[src/rtl/acc_pkg.sv]
package acc_pkg;
  localparam int OPW = 4;

  typedef enum logic [OPW-1:0] {
    OP_NOP = 4'd0,
    OP_CLR = 4'd1,
    OP_MOV = 4'd2,
    OP_MVN = 4'd3,
    OP_LSL = 4'd4,
    OP_LSR = 4'd5,
    OP_ASR = 4'd6,
    OP_ROL = 4'd7,
    OP_PSL = 4'd8,
    OP_PSR = 4'd9
  } acc_op_e;

  typedef struct packed {
    logic upd_acc;
    logic is_shift;
    logic is_pair;
  } acc_dec_t;
endpackage

[src/rtl/acc_op_decode.sv]
module acc_op_decode
  import acc_pkg::*;
(
  input  logic [OPW-1:0] op_code,
  output acc_dec_t       dec
);
  always_comb begin
    dec = '0;
    case (op_code)
      OP_CLR, OP_MOV, OP_MVN: dec.upd_acc = 1'b1;
      OP_LSL, OP_LSR, OP_ASR, OP_ROL: begin
        dec.upd_acc  = 1'b1;
        dec.is_shift = 1'b1;
      end
      OP_PSL, OP_PSR: begin
        dec.upd_acc  = 1'b1;
        dec.is_shift = 1'b1;
        dec.is_pair  = 1'b1;
      end
      default: dec = '0;
    endcase
  end
endmodule

[src/rtl/acc_shift_core.sv]
module acc_shift_core
  import acc_pkg::*;
#(
  parameter int W = 16
) (
  input  logic [OPW-1:0] op_code,
  input  logic [W-1:0]   acc,
  input  logic [W-1:0]   hlp,
  input  logic [W-1:0]   bus_in,
  output logic [W-1:0]   acc_nxt,
  output logic [W-1:0]   hlp_nxt,
  output logic           carry_nxt,
  output logic           shl_evt,
  output logic           shr_evt
);
  localparam int PW = 2 * W;

  function automatic logic [W-1:0] shl1(input logic [W-1:0] v);
    return {v[W-2:0], 1'b0};
  endfunction

  function automatic logic [W-1:0] shr1(input logic [W-1:0] v, input logic fill);
    return {fill, v[W-1:1]};
  endfunction

  function automatic logic [W-1:0] rol1(input logic [W-1:0] v);
    return {v[W-2:0], v[W-1]};
  endfunction

  function automatic logic [PW-1:0] pair_shl(input logic [PW-1:0] v);
    return {v[PW-2:0], 1'b0};
  endfunction

  function automatic logic [PW-1:0] pair_asr(input logic [PW-1:0] v);
    return {v[PW-1], v[PW-1:1]};
  endfunction

  always_comb begin
    acc_nxt   = acc;
    hlp_nxt   = hlp;
    carry_nxt = 1'b0;
    shl_evt   = 1'b0;
    shr_evt   = 1'b0;
    case (op_code)
      OP_CLR: acc_nxt = '0;
      OP_MOV: acc_nxt = bus_in;
      OP_MVN: acc_nxt = ~bus_in;
      OP_LSL: begin
        acc_nxt   = shl1(acc);
        carry_nxt = acc[W-1];
        shl_evt   = 1'b1;
      end
      OP_LSR: begin
        acc_nxt   = shr1(acc, 1'b0);
        carry_nxt = acc[0];
        shr_evt   = 1'b1;
      end
      OP_ASR: begin
        acc_nxt   = shr1(acc, acc[W-1]);
        carry_nxt = acc[0];
        shr_evt   = 1'b1;
      end
      OP_ROL: begin
        acc_nxt   = rol1(acc);
        carry_nxt = acc[W-1];
        shl_evt   = 1'b1;
      end
      OP_PSL: begin
        {acc_nxt, hlp_nxt} = pair_shl({acc, hlp});
        carry_nxt = acc[W-1];
        shl_evt   = 1'b1;
      end
      OP_PSR: begin
        {acc_nxt, hlp_nxt} = pair_asr({acc, hlp});
        carry_nxt = hlp[0];
        shr_evt   = 1'b1;
      end
      default: begin
        acc_nxt = acc;
        hlp_nxt = hlp;
      end
    endcase
  end
endmodule

[src/rtl/acc_flag_unit.sv]
module acc_flag_unit #(
  parameter int W = 16
) (
  input  logic [W-1:0] acc_nxt,
  input  logic [W-1:0] bus_in,
  output logic         z_nxt,
  output logic         n_nxt
);
  function automatic logic match(input logic [W-1:0] a, input logic [W-1:0] b);
    return (a == b);
  endfunction

  always_comb begin
    z_nxt = match(acc_nxt, bus_in);
    n_nxt = acc_nxt[W-1];
  end
endmodule

[src/rtl/acc_shift_unit.sv]
module acc_shift_unit
  import acc_pkg::*;
#(
  parameter int W = 16
) (
  input  logic           clk,
  input  logic           rst,
  input  logic [OPW-1:0] op_code,
  input  logic [W-1:0]   bus_in,
  input  logic           hr_load,
  output logic [W-1:0]   acc_q,
  output logic [W-1:0]   hlp_q,
  output logic           flag_z,
  output logic           flag_n,
  output logic           flag_c,
  output logic           bus_busy
);
  acc_dec_t     dec;
  logic [W-1:0] acc_nxt;
  logic [W-1:0] hlp_nxt;
  logic         carry_nxt;
  logic         z_nxt;
  logic         n_nxt;
  logic         shl_evt;
  logic         shr_evt;

  acc_op_decode u_dec (
    .op_code (op_code),
    .dec     (dec)
  );

  acc_shift_core #(.W(W)) u_core (
    .op_code   (op_code),
    .acc       (acc_q),
    .hlp       (hlp_q),
    .bus_in    (bus_in),
    .acc_nxt   (acc_nxt),
    .hlp_nxt   (hlp_nxt),
    .carry_nxt (carry_nxt),
    .shl_evt   (shl_evt),
    .shr_evt   (shr_evt)
  );

  acc_flag_unit #(.W(W)) u_flag (
    .acc_nxt (acc_nxt),
    .bus_in  (bus_in),
    .z_nxt   (z_nxt),
    .n_nxt   (n_nxt)
  );

  assign bus_busy = dec.is_shift;

  always_ff @(posedge clk) begin
    if (rst) begin
      acc_q  <= '0;
      hlp_q  <= '0;
      flag_z <= 1'b0;
      flag_n <= 1'b0;
      flag_c <= 1'b0;
    end else begin
      if (dec.upd_acc) begin
        acc_q  <= acc_nxt;
        flag_z <= z_nxt;
        flag_n <= n_nxt;
        flag_c <= carry_nxt;
      end
      if (dec.is_pair) begin
        hlp_q <= hlp_nxt;
      end else if (hr_load) begin
        hlp_q <= bus_in;
      end
    end
  end
endmodule

[config.mk]
export PLATFORM = sky130hd
export DESIGN_NAME = acc_shift_unit
export DESIGN_NICKNAME = d
export VERILOG_FILES = /design/src/rtl/acc_pkg.sv /design/src/rtl/acc_op_decode.sv /design/src/rtl/acc_shift_core.sv /design/src/rtl/acc_flag_unit.sv /design/src/rtl/acc_shift_unit.sv
export SDC_FILE = /design/constraint.sdc
export NUM_CORES = 1
export LEC_CHECK = 0
export BUFFER_PORTS_ARGS = -buffer_cell sky130_fd_sc_hd__buf_2
export CAP_MARGIN = 20
export CORE_ASPECT_RATIO = 1.5
export CORE_MARGIN = 5
export CORE_UTILIZATION = 25
export DETAILED_ROUTE_END_ITERATION = 16
export PLACE_DENSITY = 0.44
export SETUP_SLACK_MARGIN = 0.2
export SYNTH_ARGS = -nofsm -noshare
export SYNTH_HDL_FRONTEND = slang
export SYNTH_SLANG_ARGS = --single-unit
[constraint.sdc]
create_clock -name clk -period 3.6 [get_ports clk]
set_clock_uncertainty 0.05 [all_clocks]
set_input_delay 0.18 -clock clk [delete_from_list [all_inputs] [get_ports clk]]
set_output_delay 0.18 -clock clk [all_outputs]
set_load 0.005 [all_outputs]
# Word-level counts from Yosys, hierarchy flattened
# Cells that the tools add are included.
# classes
bitwise_logic	1
eq_ne	11
mux	8
n_reduce_logical	8
# ops
operator	n
$pmux W16 S8	1
$mux W16	2
$pmux W16 S2	1
$eq A16 B16 Y1	1
$eq A4 B3 Y1 const B	4
$not A16 Y16	1
$reduce_or A9 Y1	1
$eq A4 B2 Y1 const B	2
$eq A4 B4 Y1 const B	2
$reduce_or A2 Y1	3
$reduce_or A6 Y1	1
$eq A4 B1 Y1 const B	1
$mux W1	3
$ne A3 B1 Y1 const B	1
$pmux W1 S3	1
$reduce_or A3 Y1	1
$reduce_and A2 Y1	1
$reduce_bool A2 Y1	1
# totals
inputBits	23
regBits	35

# Logic depth before layout (Yosys ltp)
# Gate-level depths: netlist of run 1.
# logic_depth
word_depth	5
depth_mapped	11
mapped_depth_nobuf	8

# Hierarchy
# Synthesis of run 1 repeated with hierarchy kept, for this count alone.
# unflattened
cells_unflattened	429
area_unflattened_um2	3260.6
# modules_own_cells
mod	seq_area_each_um2	area_each_um2	cells_each	n_inst
acc_shift_core	0.0	1559.0	270	1
acc_shift_unit	700.7	1476.4	132	1
acc_flag_unit	0.0	185.2	22	1
acc_op_decode	0.0	40.0	5	1

# Worst setup path after synthesis of run 1
# OpenSTA, ideal clock, no wires.
# synth_timing
kind	register to register
start	register acc_q[7]
end	register flag_z
stages_incl_launch_ff	9
t_arrival_ns	2.612
setup_ns	0.092
t_required_ns	3.458
n_path_buf	0
path_slack_ns	0.846
cell_sequence	dfxtp_1 or3b_1 nand4_1 and4b_1 or4_1 a2111oi_2 nand3_1 or4_1 o32ai_1
# synth_between
elab_chain_len	2
# synth_lines
item	line	text
start: declaration	acc_shift_unit.sv:11	output logic [W-1:0] acc_q,
start signal: assignment	acc_shift_unit.sv:62	acc_q <= acc_nxt;
$pmux W16 S8	acc_shift_core.sv:44	case (op_code)
$eq A16 B16 Y1	acc_flag_unit.sv:10	return (a == b);
end signal: assignment	acc_shift_unit.sv:63	flag_z <= z_nxt;
end: declaration	acc_shift_unit.sv:13	output logic flag_z,
# No other way between the ends.
# A chain may end at the register's enable or synchronous reset.

# Worst setup path after layout of run 1
# layout_timing
start	input port op_code[2]
end	register flag_z
# layout_between
elab_chain_len	4
word_cells_on_any_way	14
# layout_lines
item	line	text
start: declaration	acc_shift_unit.sv:8	input logic [OPW-1:0] op_code,
$eq A4 B3 Y1 / $eq A4 B4 Y1 (equally long branches)	acc_op_decode.sv:9, acc_shift_core.sv:44	
$reduce_or A2 Y1 (no source line)	--	
$pmux W16 S8	acc_shift_core.sv:44	
$eq A16 B16 Y1	acc_flag_unit.sv:10	
# Parallel ways exist; a longest one is shown, timed or not.

==> load_flow_metrics.sql, run 1 <==
INSERT INTO impl_metrics (metric_group, metric, value, unit) VALUES
('clocking', 'ctsRootBufferMaster', 'clkbuf_16', ''),
('die', 'die_height', '144', 'um'),
('setup_path', 'cpMaxStageDelayCell', 'a2111oi_0', ''),
('setup_path', 'max_stage_delay', '0.78', 'ns'),
('finish', 'area_growth_syn_to_layout', '21.6', '%'),
('drt', 'dr_total_vias', '3556', ''),
('drt', 'routed-wl-met2', '6580', 'um'),
('sta', 'max_clock_freq', '311', 'MHz'),
('synthesis', 'syn_area_per_cell', '7.52', 'sq um'),
('clocking', 'clock_path_buffers', '2', ''),
('sta', 'final_hold_viol_count', '0', ''),
('sta', 'timing.max_slew.rel_slack', '43.3', '%'),
('placement', 'placement_cell_area', '0.00347', 'sq mm'),
('drt', 'detail-route-antenna-nets', '0', ''),
('power', 'max-vdd-ir-drop', '0.304', 'mV'),
('die', 'floorplan.initialDensity', '25.6', '%'),
('clocking', 'cts_hold_repair.buffers', '0', ''),
('power', 'power.density', '363', 'mW/mm^2'),
('clocking', 'worstSkewPairLatency', '0.28', 'ns'),
('drt', 'post_drt_via_cell_ratio', '5.94', ''),
('synthesis', 'synth_area_leaders', 'dfxtp_1 (23%), a2111oi_0 (7.7%), mux2i_1 (6.7%), nor2_1 (4.4%), a21oi_1 (4.2%)', ''),
('drt', 'routed_wire_length_per_instance', '22.1', 'um'),
('drt', 'top_layer_used', 'met4', ''),
('placement', 'dpl.hpwl', '9910', 'um'),
('synthesis', 'synth.lib_cells_used.distinct', '57', ''),
('setup_path', 'crit_path_cell_trace', 'buf_2 > nor2b_1 > o21a_1 > buf_4 > a2111oi_0 > o21ai_0 > o2bb2ai_1 > or3_1 > or4_1 > o32ai_1', ''),
('min_path', 'worst_hold_path_type', 'in -> reg', ''),
('power', 'power_leakage', '1.49', 'nW'),
('setup_path', 'critPathCaptureType', 'flop', ''),
('global_route', 'gr-usage-all-layers', '18.2', '%'),
('finish', 'antenna_cells', '0', ''),
('sta', 'slew_viol_final', '0', ''),
('setup_path', 'cp.arrival', '3.34', 'ns'),
('drt', 'first_iter_violations', '444', ''),
('synthesis', 'synth_fp_nets', '418', ''),
('global_route', 'first_global_vias', '3519', ''),
('global_route', 'wire_length_of_the_first_global_routing_pass', '20100', 'um'),
('run_status', 'outcome', 'completed', ''),
('synthesis', 'synthDominantAreaCellType', 'dfxtp_1', ''),
('clocking', 'postCtsResizedCells', '0', ''),
('global_route', 'grt_max_degree', '37', ''),
('setup_path', 'setup.worst_path.class', 'in -> reg', ''),
('synthesis', 'yosys.area.top_type_share', '22.9', '%'),
('placement', 'numPlacedInstances', '591', ''),
('clocking', 'htree_levels', '2', ''),
('sta', 'rsz_0062_raised_after_global_routing', 'false', ''),
('clocking', 'clkSlewWorstSetupHoldPaths', '0.06', 'ns'),
('die', 'fp.dieW', '99.0', 'um'),
('drt', 'route.layer.met1.wl', '5170', 'um'),
('clocking', 'tritoncts', 'done', ''),
('job', 'maxCapViolations', '0', ''),
('clocking', 'cts_inserted_buffers', '5', ''),
('synthesis', 'postSynthRegisterBits', '34', ''),
('synthesis', 'synthCells', '395', ''),
('die', 'io_pins', '59', ''),
('placement', 'io_buffer_count', '58', ''),
('finish', 'nets', '471', ''),
('global_route', 'globalRouteOverflowTotal', '0', ''),
('sta', 'final_min_period_over_clock_period', '89.2', '%'),
('sta', 'timing_worst_slew_pin_value', '0.828', 'ns'),
('synthesis', 'ys_top_cells_by_count', 'nor2_1 (35), dfxtp_1 (34), a2111oi_0 (26), a21oi_1 (25)', ''),
('sta', 'setup_viol', '0', ''),
('synthesis', 'synth_enable_flop_cells', '0', ''),
('synthesis', 'synth_most_common_cell', 'nor2_1', ''),
('synthesis', 'synth_seq_area_share', '22.9', '%'),
('setup_path', 'critPathMaxFanout', '27', ''),
('synthesis', 'synth_warnings', '0', ''),
('die', 'design.die.area', '0.0142', 'sq mm'),
('global_route', 'antenna_found_initial', '0', ''),
('die', 'floorplan.rows', '48', ''),
('synthesis', 'dominantRegCellSynth', 'dfxtp_1', '');
metrics by stage:
stage	utilization, %	setup slack, ns	power (mW)
after floorplan	-	0.846	0.685
after global placement	29.9	0.261	0.865
after detailed placement	29.9	0.209	0.863
after CTS	31.2	0.457	1.32
after global routing	31.2	0.213	1.38
final	31.2	0.388	1.31
cells by family after synthesis:
logic type / count (synthesis) / synth area share (%)
simple gates: 142 / 25.3
compound gates: 133 / 33.1
buf+inv: 52 / 7.75
flops: 34 / 22.9
mux: 20 / 6.74
xor+xnor: 14 / 4.13
area by class of cell:
class	instances	area (sq um)
Clock buffer	7	143
Clock inverter	1	5.00
Fill cell	1305	7980
Inverter	14	52.6
Multi-Input combinational cell	309	2060
Sequential cell	34	681
Tap cell	150	188
Timing Repair Buffer	84	485
cell usage in the layout, fill, tap and decap left out, types with 6 or more instances in the layout:
cell type  instances
a2111oi_0         26
inv_1             14
nand2_1           20
nand2b_1          13
dfxtp_1           34
xor2_1             9
nor2b_1           18
nand3_1            6
o22ai_1            6
mux2i_1           20
a21oi_1           25
a211oi_1          16
nor3_1            17
o32ai_1            6
o21ai_0            9
nor2_1            35
buf_2             58
buf_4             26
final timing paths:
kind         startpoint   endpoint  slack, ns  depth (start not counted)
max          op_code[2]     flag_z       0.39                         10
min          bus_in[13]  hlp_q[13]       0.25                          3
max reg2reg   acc_q[13]     flag_z       0.58                          8
min reg2reg    hlp_q[0]     flag_c       0.50                          2
where the power goes:
part / switching, mW / leakage, nW / internal (mW)
registers: 0.0528 / 0.281 / 0.408
logic: 0.236 / 1.13 / 0.165
clock network: 0.177 / 0.0739 / 0.275
flip-flops by register name (all words and copies together) (netlist names):
| name | count |
|---|---|
| acc_q | 15 |
| flag_c | 1 |
| hlp_q | 16 |
| flag_z | 1 |
| flag_n | 1 |
metal layers:
layer | track usage (%) | up-vias
met2 | 31.6 | 161
li1 | - | 1619
met5 | 0 | -
met3 | 2.77 | 64
met4 | 11.8 | 0
met1 | 20.5 | 1712
worst max-delay path, delay by kind of cell:
| kind | cells | cell delay [ns] |
|---|---|---|
| AND/OR/NAND/NOR | 3 | 0.98 |
| buffers and inverters | 2 | 0.43 |
| AO/OA/AOI/OAI | 5 | 1.73 |
No activity file was read; power rests on OpenSTA's default activity.
==> run 2: changes to the inputs <==
==> constraint.sdc (replaced) <==
create_clock -name clk -period 3.6 [get_ports clk]
set_clock_uncertainty 0.05 [all_clocks]
set_input_delay 0.36 -clock clk [delete_from_list [all_inputs] [get_ports clk]]
set_output_delay 0.36 -clock clk [all_outputs]
set_load 0.005 [all_outputs]
==> load_flow_metrics.sql, run 2 (synthesis gave the netlist of run 1 again) <==
INSERT INTO impl_metrics (metric_group, metric, value, unit) VALUES
('run_status', 'outcome', 'completed', ''),
('drt', 'drt_wl_total', '13200', 'um'),
('setup_path', 'cp_data_required_time', '3.74', 'ns'),
('placement', 'numPlacedInstances', '598', ''),
('die', 'placeable_area', '0.0116', 'sq mm'),
('die', 'design.die.area', '0.0142', 'sq mm'),
('finish', 'nets', '478', ''),
('drt', 'routed_wire_length_per_instance', '21.9', 'um'),
('sta', 'period_needed', '3.06', 'ns'),
('power', 'power_leakage', '1.51', 'nW'),
('die', 'floorplan.initialDensity', '25.6', '%'),
('die', 'io_pins', '59', ''),
('sta', 'rsz_0062_raised_after_global_routing', 'false', ''),
('setup_path', 'critPathMaxFanout', '21', ''),
('global_route', 'first_global_vias', '3510', ''),
('finish', 'layout_commonest_cell', 'buf_2', ''),
('die', 'die_height', '144', 'um'),
('clocking', 'clkSlewWorstSetupHoldPaths', '0.06', 'ns'),
('setup_path', 'worstSetupStartpointType', 'primary input', ''),
('placement', 'io_buffer_count', '58', ''),
('global_route', 'grt_max_degree', '35', ''),
('die', 'floorplan.rows', '48', ''),
('drt', 'post_drt_via_cell_ratio', '5.67', ''),
('placement', 'dpl.hpwl', '10100', 'um'),
('clocking', 'clock_sinks', '34', ''),
('drt', 'detail-route-antenna-nets', '0', ''),
('finish', 'antenna_cells', '0', ''),
('clocking', 'cts_inserted_buffers', '5', ''),
('finish', 'post_route_cells_drive_above_1_share', '22.6', '%'),
('finish', 'layout_top_registers', 'hlp_q (16), acc_q (15)', ''),
('finish', 'final_cell_count_no_fill', '605', ''),
('finish', 'area_growth_syn_to_layout', '23.6', '%'),
('clocking', 'worstSkewPairLatency', '0.29', 'ns'),
('min_path', 'worst_hold_path_type', 'in -> reg', ''),
('global_route', 'gr-usage-all-layers', '18.5', '%'),
('power', 'power.density', '353', 'mW/mm^2'),
('sta', 'final_hold_viol_count', '0', ''),
('finish', 'largest_reg_flops', '16', ''),
('clocking', 'tritoncts', 'done', ''),
('drt', 'first_iter_violations', '385', ''),
('sta', 'hold-worst-slack', '0.420', 'ns'),
('finish', 'layout_common_cells', 'buf_2 (58), nor2_1 (35), dfxtp_1 (34)', ''),
('global_route', 'antenna_found_initial', '0', ''),
('drt', 'drcViolationCount', '0', ''),
('setup_path', 'setup.worst_path.class', 'in -> reg', ''),
('clocking', 'cts_setup_buffers', '0', ''),
('setup_path', 'critPathCaptureType', 'flop', ''),
('clocking', 'postCtsResizedCells', '0', ''),
('sta', 'max_clock_freq', '327', 'MHz'),
('job', 'maxCapViolations', '0', ''),
('global_route', 'globalRouteOverflowTotal', '0', ''),
('sta', 'setup_viol', '0', ''),
('power', 'max-vdd-ir-drop', '0.291', 'mV'),
('drt', 'dr_total_vias', '3432', ''),
('sta', 'timing_worst_slew_pin_value', '0.694', 'ns'),
('global_route', 'wire_length_of_the_first_global_routing_pass', '20400', 'um'),
('clocking', 'cts_hold_repair.buffers', '0', ''),
('clocking', 'clock_path_buffers', '2', ''),
('die', 'fp.dieW', '99.0', 'um'),
('sta', 'timing.max_slew.rel_slack', '52.6', '%'),
('placement', 'gpl.final_weighted_congestion', '0.957', ''),
('setup_path', 'cp.arrival', '3.20', 'ns'),
('finish', 'layout.core_utilization', '31.7', '%'),
('sta', 'final_min_period_over_clock_period', '85.0', '%'),
('clocking', 'htree_levels', '2', ''),
('finish', 'largest_register', 'hlp_q', ''),
('sta', 'setup_tns', '0', 'ns'),
('drt', 'detail_route.first_pass.iterations', '7', ''),
('sta', 'slew_viol_final', '0', ''),
('clocking', 'ctsRootBufferMaster', 'clkbuf_16', '');
run 2: cell count changes in the layout (fill, tap and decap cells not counted), sizes merged:
cell	before	now
buf	84	91
clkbuf	7	5
clkinv	1	0
clkinvlp	0	2
run 2: critical path, cell delays in order:
cell and delay (ns):
buf_2 0.29, buf_4 0.29, and4b_1 0.22, a311o_1 0.13
a2111oi_0 0.08, or4_1 0.60, a2111oi_2 0.35, nand3_1 0.12
or4_1 0.52, o32ai_1 0.23
run 2: worst paths after layout:
path / from / endpoint / slack [ns] / cells after the start
max: op_code[1] / flag_z / 0.54 / 10
min: bus_in[6] / hlp_q[6] / 0.42 / 3
max reg2reg: acc_q[13] / flag_z / 0.58 / 8
min reg2reg: hlp_q[0] / flag_c / 0.49 / 2
run 2: layout make-up:
class	instances	area [sq um]
repair buffers	91	551
fillers	1223	7920
inverters	14	52.6
clock buffers	5	125
multi-input cells	309	2060
flip-flops and latches	34	681
clock inverters	2	15.0
well taps	150	188
run 2: metrics by stage:
stage	total power [mW]	cell area, sq um	worst slack (ns)
after floorplan	0.685	2970	0.750
after global placement	0.873	3530	0.268
after detailed placement	0.868	3530	0.283
after CTS	1.30	3670	0.563
after global routing	1.37	3670	0.380
final	1.30	3670	0.539
run 2: metal layers:
layer	part of all wire [%]	track usage [%]	wire, um
met5	0	0	0
met4	4.5	8.99	593
met3	4.6	2.48	610
met2	52	33.9	6860
met1	39	21.0	5160
run 2: where the power goes:
part           leakage (nW)  internal [mW]  total (mW)  switching, mW
Sequential            0.281          0.408       0.459         0.0509
Combinational          1.17          0.171       0.406          0.235
Clock                0.0619          0.253       0.432          0.179
Total                  1.51          0.831        1.30          0.465
